[config.mk]
export PLATFORM = sky130hd
export DESIGN_NAME = t1_tx_timing
export DESIGN_NICKNAME = d
export VERILOG_FILES = /design/src/rtl/t1_tx_pkg.sv /design/src/rtl/t1_tx_count.sv /design/src/rtl/t1_tx_chan_strobe.sv /design/src/rtl/t1_tx_sync_link.sv /design/src/rtl/t1_tx_timing.sv
export SDC_FILE = /design/constraint.sdc
export NUM_CORES = 1
export LEC_CHECK = 0
export BUFFER_PORTS_ARGS = -buffer_cell sky130_fd_sc_hd__buf_2
export CORE_ASPECT_RATIO = 0.75
export CORE_MARGIN = 2
export CORE_UTILIZATION = 40
export CTS_BUF_LIST = sky130_fd_sc_hd__clkbuf_4
export DETAILED_ROUTE_END_ITERATION = 12
export GPL_ROUTABILITY_DRIVEN = 1
export PLACE_DENSITY_LB_ADDON = 0.12
export SLEW_MARGIN = 20
export SYNTH_ARGS = -nofsm -noshare
export SYNTH_HDL_FRONTEND = slang
export SYNTH_SLANG_ARGS = --single-unit
export TNS_END_PERCENT = 5
[constraint.sdc]
create_clock -name clk_i -period 10.1 [get_ports clk_i]
set_clock_uncertainty 0.05 [all_clocks]
set_input_delay 1.01 -clock clk_i [delete_from_list [all_inputs] [get_ports clk_i]]
set_output_delay 1.01 -clock clk_i [all_outputs]
set_load 0.02 [all_outputs]
[src/rtl/t1_tx_pkg.sv]
package t1_tx_pkg;
  localparam int NUM_CH     = 24;
  localparam int CH_BITS    = 8;
  localparam int D4_FRAMES  = 12;
  localparam int ESF_FRAMES = 24;
  localparam int SIG_PERIOD = 6;
endpackage

[src/rtl/t1_tx_count.sv]
module t1_tx_count #(
  parameter int NUM_CH     = t1_tx_pkg::NUM_CH,
  parameter int CH_BITS    = t1_tx_pkg::CH_BITS,
  parameter int D4_FRAMES  = t1_tx_pkg::D4_FRAMES,
  parameter int ESF_FRAMES = t1_tx_pkg::ESF_FRAMES,
  localparam int CH_W = $clog2(NUM_CH),
  localparam int BIT_W = $clog2(CH_BITS),
  localparam int FR_W = $clog2(ESF_FRAMES)
) (
  input  logic             clk_i,
  input  logic             rst_ni,
  input  logic             esf_i,
  output logic             fbit_o,
  output logic [CH_W-1:0]  ch_o,
  output logic [BIT_W-1:0] bit_o,
  output logic [FR_W-1:0]  frame_o
);
  localparam logic [CH_W-1:0]  CH_LAST  = CH_W'(NUM_CH - 1);
  localparam logic [BIT_W-1:0] BIT_LAST = BIT_W'(CH_BITS - 1);
  localparam logic [FR_W-1:0]  D4_LAST  = FR_W'(D4_FRAMES - 1);
  localparam logic [FR_W-1:0]  ESF_LAST = FR_W'(ESF_FRAMES - 1);

  logic             fbit_q;
  logic [CH_W-1:0]  ch_q;
  logic [BIT_W-1:0] bit_q;
  logic [FR_W-1:0]  frame_q;
  logic [FR_W-1:0]  mf_last;

  assign mf_last = esf_i ? ESF_LAST : D4_LAST;

  always_ff @(posedge clk_i or negedge rst_ni) begin
    if (!rst_ni) begin
      fbit_q  <= 1'b1;
      ch_q    <= '0;
      bit_q   <= '0;
      frame_q <= '0;
    end else if (fbit_q) begin
      fbit_q <= 1'b0;
      ch_q   <= '0;
      bit_q  <= '0;
    end else if (bit_q == BIT_LAST) begin
      bit_q <= '0;
      if (ch_q == CH_LAST) begin
        fbit_q  <= 1'b1;
        ch_q    <= '0;
        // wrap also covers a shorter multiframe selected mid-count
        frame_q <= (frame_q >= mf_last) ? '0 : frame_q + 1'b1;
      end else begin
        ch_q <= ch_q + 1'b1;
      end
    end else begin
      bit_q <= bit_q + 1'b1;
    end
  end

  assign fbit_o  = fbit_q;
  assign ch_o    = ch_q;
  assign bit_o   = bit_q;
  assign frame_o = frame_q;


  fbit_once_chk: assert property (@(posedge clk_i) disable iff (!rst_ni)
    fbit_q |=> !fbit_q);

  frame_end_chk: assert property (@(posedge clk_i) disable iff (!rst_ni)
    (!fbit_q && bit_q == BIT_LAST && ch_q == CH_LAST) |=> (fbit_q && bit_q == '0));

  d4_range_chk: assert property (@(posedge clk_i) disable iff (!rst_ni)
    (fbit_q && !esf_i && $past(!esf_i)) |-> (frame_q <= D4_LAST));
endmodule

[src/rtl/t1_tx_chan_strobe.sv]
module t1_tx_chan_strobe #(
  parameter int NUM_CH  = t1_tx_pkg::NUM_CH,
  parameter int CH_BITS = t1_tx_pkg::CH_BITS,
  localparam int CH_W = $clog2(NUM_CH),
  localparam int BIT_W = $clog2(CH_BITS)
) (
  input  logic              clk_i,
  input  logic              rst_ni,
  input  logic              fbit_i,
  input  logic [CH_W-1:0]   ch_i,
  input  logic [BIT_W-1:0]  bit_i,
  input  logic [NUM_CH-1:0] mask_i,
  output logic              chan_clk_o,
  output logic              chan_blk_o
);
  localparam logic [BIT_W-1:0] BIT_LAST = BIT_W'(CH_BITS - 1);

  assign chan_clk_o = !fbit_i && (bit_i == BIT_LAST);
  assign chan_blk_o = !fbit_i && mask_i[ch_i];


  chclk_single_chk: assert property (@(posedge clk_i) disable iff (!rst_ni)
    chan_clk_o |=> !chan_clk_o);

  blk_stable_chk: assert property (@(posedge clk_i) disable iff (!rst_ni)
    (!fbit_i && bit_i != '0 && $stable(mask_i)) |-> $stable(chan_blk_o));
endmodule

[src/rtl/t1_tx_sync_link.sv]
module t1_tx_sync_link #(
  parameter int NUM_CH     = t1_tx_pkg::NUM_CH,
  parameter int CH_BITS    = t1_tx_pkg::CH_BITS,
  parameter int ESF_FRAMES = t1_tx_pkg::ESF_FRAMES,
  parameter int SIG_PERIOD = t1_tx_pkg::SIG_PERIOD,
  localparam int CH_W = $clog2(NUM_CH),
  localparam int BIT_W = $clog2(CH_BITS),
  localparam int FR_W = $clog2(ESF_FRAMES)
) (
  input  logic             clk_i,
  input  logic             rst_ni,
  input  logic             fbit_i,
  input  logic [CH_W-1:0]  ch_i,
  input  logic [BIT_W-1:0] bit_i,
  input  logic [FR_W-1:0]  frame_i,
  input  logic             esf_i,
  input  logic             mf_sync_i,
  input  logic             dbl_wide_i,
  output logic             sync_o,
  output logic             link_o
);
  logic sig_frame;
  logic first_bit;

  // frame_i is zero-based, so signaling frames satisfy (frame_i+1) % SIG_PERIOD == 0
  assign sig_frame = ((32'(frame_i) + 32'd1) % 32'(SIG_PERIOD)) == 32'd0;
  assign first_bit = !fbit_i && (ch_i == '0) && (bit_i == '0);

  always_comb begin
    if (mf_sync_i) sync_o = fbit_i && (frame_i == '0);
    else           sync_o = fbit_i || (dbl_wide_i && sig_frame && first_bit);
  end

  // ESF: odd frames (zero-based even); D4: even frames (zero-based odd)
  assign link_o = fbit_i && (esf_i ? !frame_i[0] : frame_i[0]);


  dbl_follow_chk: assert property (@(posedge clk_i) disable iff (!rst_ni)
    (sync_o && !fbit_i) |-> $past(sync_o));

  link_width_chk: assert property (@(posedge clk_i) disable iff (!rst_ni)
    link_o |=> !link_o);

  mf_sync_width_chk: assert property (@(posedge clk_i) disable iff (!rst_ni)
    (mf_sync_i && sync_o) |=> !sync_o);
endmodule

[src/rtl/t1_tx_timing.sv]
module t1_tx_timing #(
  parameter int NUM_CH     = t1_tx_pkg::NUM_CH,
  parameter int CH_BITS    = t1_tx_pkg::CH_BITS,
  parameter int D4_FRAMES  = t1_tx_pkg::D4_FRAMES,
  parameter int ESF_FRAMES = t1_tx_pkg::ESF_FRAMES,
  parameter int SIG_PERIOD = t1_tx_pkg::SIG_PERIOD
) (
  input  logic              clk_i,
  input  logic              rst_ni,
  input  logic              esf_i,
  input  logic              mf_sync_i,
  input  logic              dbl_wide_i,
  input  logic [NUM_CH-1:0] chan_mask_i,
  output logic              chan_clk_o,
  output logic              chan_blk_o,
  output logic              sync_o,
  output logic              link_clk_o
);
  localparam int CH_W  = $clog2(NUM_CH);
  localparam int BIT_W = $clog2(CH_BITS);
  localparam int FR_W  = $clog2(ESF_FRAMES);

  logic             fbit;
  logic [CH_W-1:0]  ch;
  logic [BIT_W-1:0] bit_pos;
  logic [FR_W-1:0]  frame;

  t1_tx_count #(
    .NUM_CH(NUM_CH), .CH_BITS(CH_BITS),
    .D4_FRAMES(D4_FRAMES), .ESF_FRAMES(ESF_FRAMES)
  ) i_count (
    .clk_i(clk_i), .rst_ni(rst_ni), .esf_i(esf_i),
    .fbit_o(fbit), .ch_o(ch), .bit_o(bit_pos), .frame_o(frame)
  );

  t1_tx_chan_strobe #(
    .NUM_CH(NUM_CH), .CH_BITS(CH_BITS)
  ) i_chan (
    .clk_i(clk_i), .rst_ni(rst_ni), .fbit_i(fbit), .ch_i(ch), .bit_i(bit_pos),
    .mask_i(chan_mask_i), .chan_clk_o(chan_clk_o), .chan_blk_o(chan_blk_o)
  );

  t1_tx_sync_link #(
    .NUM_CH(NUM_CH), .CH_BITS(CH_BITS),
    .ESF_FRAMES(ESF_FRAMES), .SIG_PERIOD(SIG_PERIOD)
  ) i_sync (
    .clk_i(clk_i), .rst_ni(rst_ni), .fbit_i(fbit), .ch_i(ch), .bit_i(bit_pos),
    .frame_i(frame), .esf_i(esf_i), .mf_sync_i(mf_sync_i), .dbl_wide_i(dbl_wide_i),
    .sync_o(sync_o), .link_o(link_clk_o)
  );


  reset_state_chk: assert property (@(posedge clk_i)
    !rst_ni |=> (!chan_clk_o && !chan_blk_o));
endmodule

# Word-level counts from Yosys, hierarchy flattened
# Cells that the tools add are included.
dict set report word_totals {
  ff_bits 14
  out_inout_bits 4
}
dict set report classes {
  order_cmp 2
  div_mod_pow 1
  add_sub_neg 4
  eq_ne 2
  bitwise 1
  mux 14
  n_reduce_logical 17
}
# cell count
set ops {}
lappend ops {{$logic_not A32 Y1} 1}
lappend ops {{$mod A32 B3 Y32 const B} 1}
lappend ops {{$mux W5} 5}
lappend ops {{$add A5 B1 Y5 const B} 2}
lappend ops {{$logic_not A5 Y1} 2}
lappend ops {{$logic_and A1 B1 Y1} 8}
lappend ops {{$add A5 B1 Y6 const B} 1}
lappend ops {{$lt A5 B6 Y1 const B} 1}
lappend ops {{$mux W1} 6}
lappend ops {{$mux W3} 2}
lappend ops {{$bmux W1 S5} 1}
lappend ops {{$eq A5 B5 Y1 const B} 1}
lappend ops {{$ge A5 B5 Y1} 1}
lappend ops {{$add A3 B1 Y3 const B} 1}
lappend ops {{$eq A3 B3 Y1 const B} 1}
lappend ops {{$logic_not A3 Y1} 1}
lappend ops {{$reduce_and A3 Y1} 1}
lappend ops {{$logic_not A1 Y1} 2}
lappend ops {{$reduce_bool A2 Y1} 1}
lappend ops {{$logic_or A1 B1 Y1} 1}
lappend ops {{$not A1 Y1} 1}

# Logic depth before layout (Yosys ltp)
dict set report depth {
  word_depth 7
  depth_mapped 14
  mapped_depth_nobuf 13
}

# Hierarchy
# Synthesis repeated with hierarchy kept, for this count alone.
dict set report hier_totals {
  cells_unflattened 164
  area_unflattened_um2 1476.4
}
# mod n_inst cells_per_inst seq_area_each_um2 area_each_um2
set modules_own_cells {}
lappend modules_own_cells {t1_tx_count 1 69 351.6 735.7}
lappend modules_own_cells {t1_tx_sync_link 1 68 0.0 483.0}
lappend modules_own_cells {t1_tx_chan_strobe 1 27 0.0 257.7}

# Worst setup path after synthesis
# Ideal clock, no wire load.
dict set report synth_path {
  kind {register -> output}
  from {register i_count.frame_q[1] (netlist: i_count.frame_o[1])}
  to {output port sync_o}
  arrival_time_ns 3.325
  path_slack_ns 5.715
  required_ns 9.040
  stages_incl_launch_ff 14
  path_cell_list {dfrtp_1 ha_1 buf_2 nand3_1 xnor2_1 ha_1 or3b_1 o221ai_1 a311oi_2 inv_1 ha_1 or3_1 o221a_1 a211oi_2}
}
dict set report synth_between {
  elab_chain_len 7
  elab_cells_between_ends 9
  classes_between {1 x add/sub; 1 x div; 1 x mux; 6 x reduce/logical}
}
# item line
set synth_lines {}
lappend synth_lines {{start: declaration} t1_tx_count.sv:26} ;# logic [FR_W-1:0] frame_q;
lappend synth_lines {{start signal: assignment} t1_tx_count.sv:47} ;# frame_q <= (frame_q >= mf_last) ? '0 : frame_q + 1'b1;
lappend synth_lines {{$add A5 B1 Y6} t1_tx_sync_link.sv:26} ;# assign sig_frame = ((32'(frame_i) + 32'd1) % 32'(SIG_PERIOD)) == 32'd0;
lappend synth_lines {{$mod A32 B3 Y32} t1_tx_sync_link.sv:26}
lappend synth_lines {{$logic_not A32 Y1} t1_tx_sync_link.sv:26}
lappend synth_lines {{$logic_and A1 B1 Y1 (2 in a row)} t1_tx_sync_link.sv:31} ;# else sync_o = fbit_i || (dbl_wide_i && sig_frame && first_bit);
lappend synth_lines {{$logic_or A1 B1 Y1} t1_tx_sync_link.sv:31}
lappend synth_lines {{$mux W1 (*)} t1_tx_sync_link.sv:30} ;# if (mf_sync_i) sync_o = fbit_i && (frame_i == '0);
lappend synth_lines {{end: declaration} t1_tx_timing.sv:16} ;# output logic sync_o,
# Mark *: on every way between the ends. The rest lies on a longest branch, timed or not.

# Worst setup path in the final report
dict set report layout_path {
  from {register i_count.frame_q[0] (netlist: i_count.frame_o[0])}
  to {output port sync_o}
}
# The elaborated chain is that of the path after synthesis.

==> run_results.csv <==
group,metric,value,unit
synthesis,ys_seq_area_share,24.4,%
timing,maxSlewHeadroom,60.4,%
timing,timing.final.crit_share,51.5,%
critical_path,path_common_cell,"ha_1",
clock_network,cts_buffer_depth,2,
detailed_routing,wire_per_inst,15.2,um
timing,fin_crit,5200,ps
floorplan,floorplan.core_area,0.00338,sq mm
synthesis,synth-edff-count,0,
place,dp_hpwl,2640,um
floorplan,fp.dieH,56.0,um
clock_network,clk_latency,280,ps
floorplan,ioPinCount,33,
critical_path,slowest_delay,550,ps
critical_path,crit_fanout,16,
detailed_routing,drt-pass1-iter-count,4,
floorplan,die_w,73.4,um
synthesis,ys_warn_count,0,
grt,antenna_found_initial,0,
power,p_int,77.3,uW
clock_network,post_cts_resized,0,
power,switching_power,23.9,uW
finish,fillers,333,
place,post-place-cells,219,
min_path,hold_path_class,"reg2reg",
timing,rsz0062_at_grt,"no",
grt,grt.total_usage,17.3,%
power,p_comb_share,12.0,%
synthesis,yosysTopAreaCell,"dfrtp_1",
finish,drive_above_1_share,24.0,%
place,port_buffers,32,
synthesis,synthFlopType,"dfrtp_1",
grt,grt_pass1_vias,1179,
clock_network,cts_htree_levels,1,
synthesis,synth-seq-cells,14,
timing,timing.fmax,0.192,GHz
synthesis,syn_inst,156,
synthesis,synth_top_area_share,22.5,%
critical_path,path_class,"reg2out",
finish,nets,226,
clock_network,numCtsBuffers,3,
timing,drv_slew,0,
detailed_routing,vias,1308,
status,status,"completed",
finish,area_growth,13.0,%
synthesis,async_reset_ff_share,100,%
timing,fin_setup_tns,0,ps
floorplan,rows,18,
synthesis,syn_area,0.00144,sq mm
synthesis,synthTopCellsByArea,"dfrtp_1, ha_1, mux4_1",
clock_network,cts_tree,"done",
power,p_leak,0.000784,uW
critical_path,worst_setup_path_start_kind,"register",
synthesis,synth.distinct_cells,52,
critical_path,crit_chain,"ha_1 -> nand3_1 -> xnor2_1 -> ha_1 -> or3b_1 -> o221ai_1 -> a311oi_2 -> inv_1 -> ha_1 -> or3_1 -> o221a_1 -> a211oi_2 -> buf_2",
detailed_routing,ant_nets,0,
synthesis,syn-num-nets,198,
grt,grt_max_degree,18,
clock_network,clk_pin_slew_worst_paths,90,ps
detailed_routing,routed_wirelength,3380,um
clock_network,cts_root_buffer,"clkbuf_4",
finish,multiInputGateArea,983,sq um
power,p_per_area,62.0,mW/mm^2
finish,antenna_cells,0,
synthesis,avgSynthCellArea,9.26,sq um
critical_path,cp-end-kind,"output port",
finish,regArea,352,sq um
clock_network,hold_buffers,0,
timing,hold_viol_final,0,
timing,setup_viol,0,
critical_path,worstPathRequired,9040,ps
clock_network,cts.sinks,14,
grt,grt_overflow,0,
clock_network,cts_setup_buffers,0,
critical_path,worstPathArrival,4140,ps
floorplan,start_util,42.7,%
grt,grt_pass1_wl,5580,um
finish,layout.cells.non_filler,223,
critical_path,critPathSlowestCell,"dfrtp_1",
detailed_routing,drt_first_iter_violations,97,
power,power_frac_seq,55.4,%
power,clockPowerShare,32.6,%
detailed_routing,vias_per_cell,5.87,
timing,tightestPinTransition,588,ps
run,drv_cap,0,
detailed_routing,post-route-drc-count,0,
floorplan,die_area,0.00411,sq mm
power,ir_drop,0.0322,mV
power,swShare,23.6,%
place,gp_congestion,0.808,
-- metrics by stage --
step           utilization (%)  setup slack [ps]  cell area (sq um)  power (uW)  hold slack [ps]
6_report                  48.3              4900               1630         101              443
5_1_grt                   48.3              4670               1630         107              476
3_5_place_dp              47.5              5250               1610        69.4              427
4_1_cts                   48.3              4920               1630         103              438
3_3_place_gp              47.5              5430               1610        69.0              406
2_1_floorplan                -              5720               1440        61.9              393
-- final timing paths --
check	slack, ps	start	depth (start not counted)	end
min	440	i_count.bit_o[0]	1	i_count.bit_o[0]
min reg2reg	440	i_count.bit_o[0]	1	i_count.bit_o[0]
max in group asynchronous	9140	rst_ni	1	i_count.fbit_o
max reg2reg	7790	i_count.frame_o[0]	6	i_count.frame_o[2]
max	4900	i_count.frame_o[0]	13	sync_o
min in group asynchronous	560	rst_ni	1	i_count.frame_o[4]
-- cell type report --
type / count / share of cell area, %
tap: 40 / 3.07
inverter: 16 / 3.68
timing repair buffer: 32 / 9.82
multi-input combinational: 117 / 60.3
clock buffer: 3 / 1.38
sequential: 14 / 21.5
clock inverter: 1 / 0.230
-- metal layers --
metal	routed length (um)	share of wire, %	GRT usage (%)	up-vias
li1	-	-	-	643
met1	1720	51	26.5	615
met2	1430	42	24.2	48
met3	218	6.4	4.71	2
met4	11	0.33	3.12	0
met5	0	0	0	-
-- flip-flops by register name (all words and copies together) (netlist names) --
signal and cells:
i_count.bit_o 3, i_count.ch_o 5, i_count.fbit_o 1, i_count.frame_o 5
-- synth_stat cells (3+ instances only) --
cell type  number
inv_1          16
dfrtp_1        13
ha_1           13
nand2_1        12
nor2_1         10
a21oi_1         6
buf_2           6
mux4_1          5
nor2b_1         5
nor3_1          5
a21o_1          4
o21ai_0         4
mux2i_1         3
o2111ai_1       3
-- placed cells by master, fill, tap and decap left out, types with 2 or more instances in the layout --
master and n:
buf_2 32, inv_1 16, ha_1 13, dfrtp_1 13, nand2_1 12, nor2_1 10, a21oi_1 6, nor3_1 5
nor2b_1 5, mux4_1 5, o21ai_0 4, a21o_1 4, mux2i_1 3, o2111ai_1 3, clkbuf_4 3, and2_1 2
a221oi_1 2, or3b_2 2, nand3b_1 2, mux4_2 2, nand3_1 2, xnor2_1 2, nor4b_1 2, o21a_1 2
nand4_1 2, o22ai_1 2, a221o_1 2
-- power by group through the flow --
stage                     clock network (uW)  registers (uW)  logic (uW)
final                                   33.0            56.0        12.2
after global routing                    37.2            56.0        13.6
after CTS                               34.2            56.0        12.3
after detailed placement                   0            57.1        12.3
after global placement                     0            57.1        11.9
after floorplan                            0            57.1        4.79
-- cell families (layout without fill, tap and decap cells) --
| group | Yosys count | in the layout | share of synthesized area, % |
|---|---|---|---|
| adder cells (fa/ha/maj) | 13 | 13 | 11.3 |
| AND/OR/NAND/NOR | 57 | 57 | 22.6 |
| buffers and inverters | 25 | 52 | 7.54 |
| multiplexers | 11 | 11 | 15.1 |
| XOR/XNOR | 3 | 3 | 1.82 |
| flip-flops | 14 | 14 | 24.4 |
| AO/OA/AOI/OAI | 33 | 33 | 17.3 |
-- critical path, delay by kind of cell (launching register included) --
| kind | cells | cell delay (ps) |
|---|---|---|
| adder cells (fa/ha/maj) | 3 | 1010 |
| AND/OR/NAND/NOR | 3 | 900 |
| AO/OA/AOI/OAI | 4 | 860 |
| flip-flops | 1 | 550 |
| buffers and inverters | 2 | 300 |
| XOR/XNOR | 1 | 240 |
(Power assumes the default switching activity.)
